[config.mk]
export PLATFORM = sky130hd
export DESIGN_NAME = qspi_dual_router
export DESIGN_NICKNAME = d
export VERILOG_FILES = /design/src/rtl/qdr_pkg.sv /design/src/rtl/qdr_mode_latch.sv /design/src/rtl/qdr_lane_split.sv /design/src/rtl/qdr_lane_merge.sv /design/src/rtl/qspi_dual_router.sv
export SDC_FILE = /design/constraint.sdc
export NUM_CORES = 1
export LEC_CHECK = 0
export ABC_AREA = 1
export BUFFER_PORTS_ARGS = -buffer_cell sky130_fd_sc_hd__buf_2
export CORE_MARGIN = 2
export CORE_UTILIZATION = 30
export DETAILED_ROUTE_END_ITERATION = 10
export GPL_TIMING_DRIVEN = 0
export HOLD_SLACK_MARGIN = 0.08
export PLACE_DENSITY_LB_ADDON = 0.3
export SLEW_MARGIN = 20
export SYNTH_ARGS = -nofsm -noshare
export SYNTH_HDL_FRONTEND = slang
export SYNTH_HIERARCHICAL = 1
export SYNTH_SLANG_ARGS = --single-unit
[constraint.sdc]
create_clock -name clk -period 1.05 [get_ports clk]
set_input_delay 0.0525 -clock clk [delete_from_list [all_inputs] [get_ports clk]]
set_output_delay 0.0525 -clock clk [all_outputs]
set_load 0.005 [all_outputs]
[src/rtl/qdr_pkg.sv]
package qdr_pkg;
  typedef enum logic [1:0] {
    QDR_SINGLE   = 2'd0,
    QDR_STACK_LO = 2'd1,
    QDR_STACK_UP = 2'd2,
    QDR_PARALLEL = 2'd3
  } qdr_route_e;
endpackage

[src/rtl/qdr_mode_latch.sv]
module qdr_mode_latch
  import qdr_pkg::*;
#(
  parameter int CFG_W    = 32,
  parameter int DUAL_BIT = 30,
  parameter int SEP_BIT  = 29,
  parameter int PAGE_BIT = 28
) (
  input  logic             clk,
  input  logic             rst,
  input  logic [CFG_W-1:0] cfg_word,
  input  logic             eng_cs_n,
  input  logic             bus_idle,
  output qdr_route_e       route
);
  logic       unused_cfg;
  qdr_route_e route_d;

  assign unused_cfg = ^cfg_word;

  always_comb begin
    if (!cfg_word[DUAL_BIT])     route_d = QDR_SINGLE;
    else if (cfg_word[SEP_BIT])  route_d = QDR_PARALLEL;
    else if (cfg_word[PAGE_BIT]) route_d = QDR_STACK_UP;
    else                         route_d = QDR_STACK_LO;
  end

  always_ff @(posedge clk) begin
    if (rst)                       route <= QDR_SINGLE;
    else if (eng_cs_n && bus_idle) route <= route_d;
  end


  route_hold_chk: assert property (@(posedge clk) disable iff (rst)
    !bus_idle |=> $stable(route));
endmodule

[src/rtl/qdr_lane_split.sv]
module qdr_lane_split #(
  parameter int LANES = 4
) (
  input  logic [2*LANES-1:0] byte_i,
  output logic [LANES-1:0]   even_o,
  output logic [LANES-1:0]   odd_o
);
  for (genvar i = 0; i < LANES; i++) begin : g_lane
    assign even_o[i] = byte_i[2*i];
    assign odd_o[i]  = byte_i[2*i+1];
  end
endmodule

[src/rtl/qdr_lane_merge.sv]
module qdr_lane_merge #(
  parameter int LANES = 4
) (
  input  logic [LANES-1:0]   even_i,
  input  logic [LANES-1:0]   odd_i,
  output logic [2*LANES-1:0] byte_o
);
  for (genvar i = 0; i < LANES; i++) begin : g_lane
    assign byte_o[2*i]   = even_i[i];
    assign byte_o[2*i+1] = odd_i[i];
  end
endmodule

[src/rtl/qspi_dual_router.sv]
module qspi_dual_router
  import qdr_pkg::*;
#(
  parameter int CFG_W    = 32,
  parameter int DUAL_BIT = 30,
  parameter int SEP_BIT  = 29,
  parameter int PAGE_BIT = 28,
  parameter int LANES    = 4
) (
  input  logic               clk,
  input  logic               rst,
  input  logic [CFG_W-1:0]   cfg_word,
  input  logic               eng_cs_n,
  input  logic               eng_sclk,
  input  logic               eng_oe,
  input  logic [2*LANES-1:0] eng_dout,
  output logic [2*LANES-1:0] eng_din,
  output logic               lo_cs_n,
  output logic               lo_sclk,
  output logic [LANES-1:0]   lo_dq_o,
  output logic [LANES-1:0]   lo_dq_oe,
  input  logic [LANES-1:0]   lo_dq_i,
  output logic               up_cs_n,
  output logic               up_sclk,
  output logic [LANES-1:0]   up_dq_o,
  output logic [LANES-1:0]   up_dq_oe,
  input  logic [LANES-1:0]   up_dq_i
);
  localparam int BYTE_W = 2 * LANES;

  qdr_route_e        route;
  logic              bus_idle;
  logic              par;
  logic [LANES-1:0]  split_even, split_odd;
  logic [BYTE_W-1:0] merged;

  assign bus_idle = lo_cs_n & up_cs_n;
  assign par      = (route == QDR_PARALLEL);

  qdr_mode_latch #(
    .CFG_W(CFG_W), .DUAL_BIT(DUAL_BIT), .SEP_BIT(SEP_BIT), .PAGE_BIT(PAGE_BIT)
  ) mode_i (
    .clk(clk), .rst(rst), .cfg_word(cfg_word), .eng_cs_n(eng_cs_n),
    .bus_idle(bus_idle), .route(route)
  );

  qdr_lane_split #(.LANES(LANES)) split_i (
    .byte_i(eng_dout), .even_o(split_even), .odd_o(split_odd)
  );

  qdr_lane_merge #(.LANES(LANES)) merge_i (
    .even_i(lo_dq_i), .odd_i(up_dq_i), .byte_o(merged)
  );

  always_ff @(posedge clk) begin
    if (rst) begin
      lo_cs_n  <= 1'b1;
      up_cs_n  <= 1'b1;
      lo_sclk  <= 1'b0;
      up_sclk  <= 1'b0;
      lo_dq_o  <= '0;
      up_dq_o  <= '0;
      lo_dq_oe <= '0;
      up_dq_oe <= '0;
      eng_din  <= '0;
    end else begin
      lo_cs_n  <= eng_cs_n | (route == QDR_STACK_UP);
      up_cs_n  <= eng_cs_n | (route == QDR_SINGLE) | (route == QDR_STACK_LO);
      lo_sclk  <= eng_sclk;
      up_sclk  <= eng_sclk & par;
      lo_dq_o  <= par ? split_even : eng_dout[LANES-1:0];
      up_dq_o  <= par ? split_odd : '0;
      lo_dq_oe <= {LANES{eng_oe}};
      up_dq_oe <= {LANES{eng_oe & par}};
      eng_din  <= par ? merged : {{LANES{1'b0}}, lo_dq_i};
    end
  end


  dual_cs_par_chk: assert property (@(posedge clk) disable iff (rst)
    (!lo_cs_n && !up_cs_n) |-> (route == QDR_PARALLEL));


  up_cs_dual_chk: assert property (@(posedge clk) disable iff (rst)
    !up_cs_n |-> (route != QDR_SINGLE));


  cs_follow_chk: assert property (@(posedge clk) disable iff (rst)
    $past(eng_cs_n) |-> (lo_cs_n && up_cs_n));


  up_idle_chk: assert property (@(posedge clk) disable iff (rst)
    ((route != QDR_PARALLEL) && $stable(route)) |-> (up_dq_oe == '0 && !up_sclk));
endmodule

==> summary.txt <==
STA
  – Fin crit period: 0.965 ns
  – Min setup slack post-route: 0.0853 ns
  – Clk_skew: 0.00324 ns
  – Final setup viols: 0
  – Fin. Hold Viols: 0
  – Final Cycle Share: 91.9%
  – Fmax: 1040 MHz
  – Final hold slack: 0.465 ns
  – Worst-margin pin slew: 0.182 ns
  – TNS Setup: 0 ns
  – Slew Viols, Final: 0
  – RSZ-0062 raised after global routing: no
  – Slew HR: 87.8%

Setup path
  – CP bufs+invs: 2
  – Worst Path Required: 1.00 ns
  – R2R setup slack: 0.09 ns
  – Reg2reg start: mode_i/route[1]
  – Data arrival, critical path: 0.91 ns
  – Critical path class: reg -> out
  – Crit path launch type: flop
  – CP max stage delay: 0.39 ns
  – Setup crit end kind: output pin
  – Crit path max-delay family: flip-flops
  – CP startpoint: up_dq_oe[0]
  – Slowest cell on the critical path: dfxtp_1
  – Largest fanout on the critical path: 4
  – CP cell instances: buf_4 -> buf_2

GRT
  – Vias in the first global route: 855
  – First-pass GRT wire length: 3370 um
  – GRT overflow: 0
  – Initial antenna violation count: 0
  – Tot GR Track Use: 11.7%
  – Largest net degree at the start of global routing: 15

Route
  – Average wire per standard cell: 8.58 um
  – Final ANT Viol Nets: 0
  – DR iter-0 viols: 13
  – Pre-antenna DRT Iters: 4
  – Via count: 904
  – Vias per cell: 3.67
  – DRC viols: 0
  – Drt total wl: 2110 um

Synth
  – Main area contributors after synthesis: dfxtp_1, buf_4, nor2_1, inv_1, nand2_1
  – Sequential area share after synthesis: 48.2%
  – EDFF count, synth: 0
  – Register bit total from synthesis: 24
  – Synth cell types: 13
  – Post-Syn Area: 996 um^2
  – Top_reg_cell synth: dfxtp_1
  – Synth area leader: dfxtp_1
  – Syn Nets: 185
  – Post-synthesis async set-or-reset flop share: 0%
  – YS warnings: 6
  – Synth top area share: 48.2%
  – Synth Area per Inst: 7.55 um^2
  – Most common cell in the netlist: nor2_1
  – Top cells by count, synth: nor2_1, dfxtp_1, buf_4, inv_1, nand2_1
  – Mapped Cells: 132

Die
  – Die Span X: 61.6 um
  – Core ar.: 3100 um^2
  – Row cnt: 20
  – Chip height: 61.6 um
  – Num ports: 81
  – Starting Density: 32.1%
  – Die area: 3800 um^2

Clock tree
  – TritonCTS buffer count: 3
  – H-tree depth: 1
  – CTS clk-pin slew, worst paths: 0.13 ns
  – CTS tree: done
  – Post-CTS setup repair buffer count: 0
  – Clk_lat worst skew: 0.31 ns
  – CTS max path bufs: 2
  – Root buf cell: clkbuf_4
  – CTS Sinks: 24

Power
  – Logic pwr share: 14.0%
  – Internal power: 1.49 mW
  – Leakage: 0.904 nW
  – Power density over the cells: 1200 nW/um^2
  – Peak VDD IR: 0.982 mV
  – Power Total: 1.88 mW
  – Psw: 0.385 mW
  – Switching Share: 20.5%
  – Clock Power Share: 35.2%
  – Register share of total power: 50.9%

Placement
  – Routability cong.: 0.734
  – Pre-CTS setup slack: 0.0657 ns
  – Post-DP HPWL: 1370 um
  – IO buf count: 43

Job
  – Max cap viols: 0

Layout
  – Final core utilization: 50.2%
  – # diodes: 0
  – Layout area overhead: 56.5%
  – Filler Cell Count: 321
  – Nets: 256
  – Layout cells sized above 1: 38.1%

Run status
  – Status: complete, no violations

Hold path
  – HP Class: reg -> reg
  – Hold path start: mode_i/route[1]
==> stage by stage <==
step	std cells	instance area (um^2)
floorplan	132	996
global placement	219	1270
detailed placement	219	1270
CTS	246	1550
global route	246	1560
finish	246	1560
==> layout by cell type (no fill, tap or decap) <==
master	count
clkbuf_4	3
dfxtp_1	22
buf_4	22
buf_6	1
a21oi_1	1
inv_1	22
dfxtp_2	2
bufinv_16	1
buf_2	43
nand2_2	3
and2_1	1
o21ai_0	1
nand3_1	1
nand3_4	1
inv_2	1
nand2_1	20
dlygate4sd3_1	23
nor2_1	34
==> final timing paths <==
kind | endpoint | cells past startpoint
worst max-delay path | up_dq_oe[1] | 2
worst min-delay path | up_cs_n | 1
worst min register to register | up_cs_n | 1
worst max register to register | eng_din[0] | 4
==> area by class of cell <==
class / instances / area [um^2] / area share, %
Inverter: 23 / 86.3 / 5.54
Multi-Input combinational cell: 62 / 260 / 16.7
Timing Repair Buffer: 66 / 445 / 28.6
Clock inverter: 1 / 30.0 / 1.93
Buffer: 23 / 176 / 11.3
Sequential cell: 24 / 483 / 31.0
Tap cell: 44 / 55.1 / 3.53
Clock buffer: 3 / 22.5 / 1.44
==> registers in the layout, summed over array words and instances (netlist names) <==
signal and cells:
lo_dq_oe 1, up_cs_n 1, eng_din 8, lo_cs_n 1
mode_i/route 2, up_sclk 1, lo_dq_o 4, up_dq_o 4
up_dq_oe 1, lo_sclk 1
==> logic make-up after synthesis <==
family / count (synthesis) / synth area share, %
AOI/OAI and AO/OA: 2 / 1.00
DFF: 24 / 48.2
and+or+nand+nor: 60 / 24.4
buffers and inverters: 46 / 26.4
==> power by group through the flow <==
stage | Clock, mW | Combinational (mW) | Sequential [mW]
floorplan | 0 | 0.113 | 0.977
global placement | 0 | 0.193 | 0.973
detailed placement | 0 | 0.194 | 0.973
CTS | 0.687 | 0.261 | 0.953
global route | 0.723 | 0.296 | 0.959
finish | 0.661 | 0.262 | 0.955
==> metal layers <==
| metal | wire length (um) | track usage, % |
|---|---|---|
| met2 | 932 | 22.0 |
| met1 | 960 | 12.5 |
| met5 | 0 | 0 |
| met4 | 36 | 1.82 |
| met3 | 182 | 4.62 |
==> timing repair <==
action | 4_1_cts | 5_1_grt
gates resized for setup | 0 | 3
endpoints found under the hold margin | 24 | 0
setup endpoints to repair | 0 | 14
hold buffers | 23 | 0
Power figures use the tool's default switching activity.
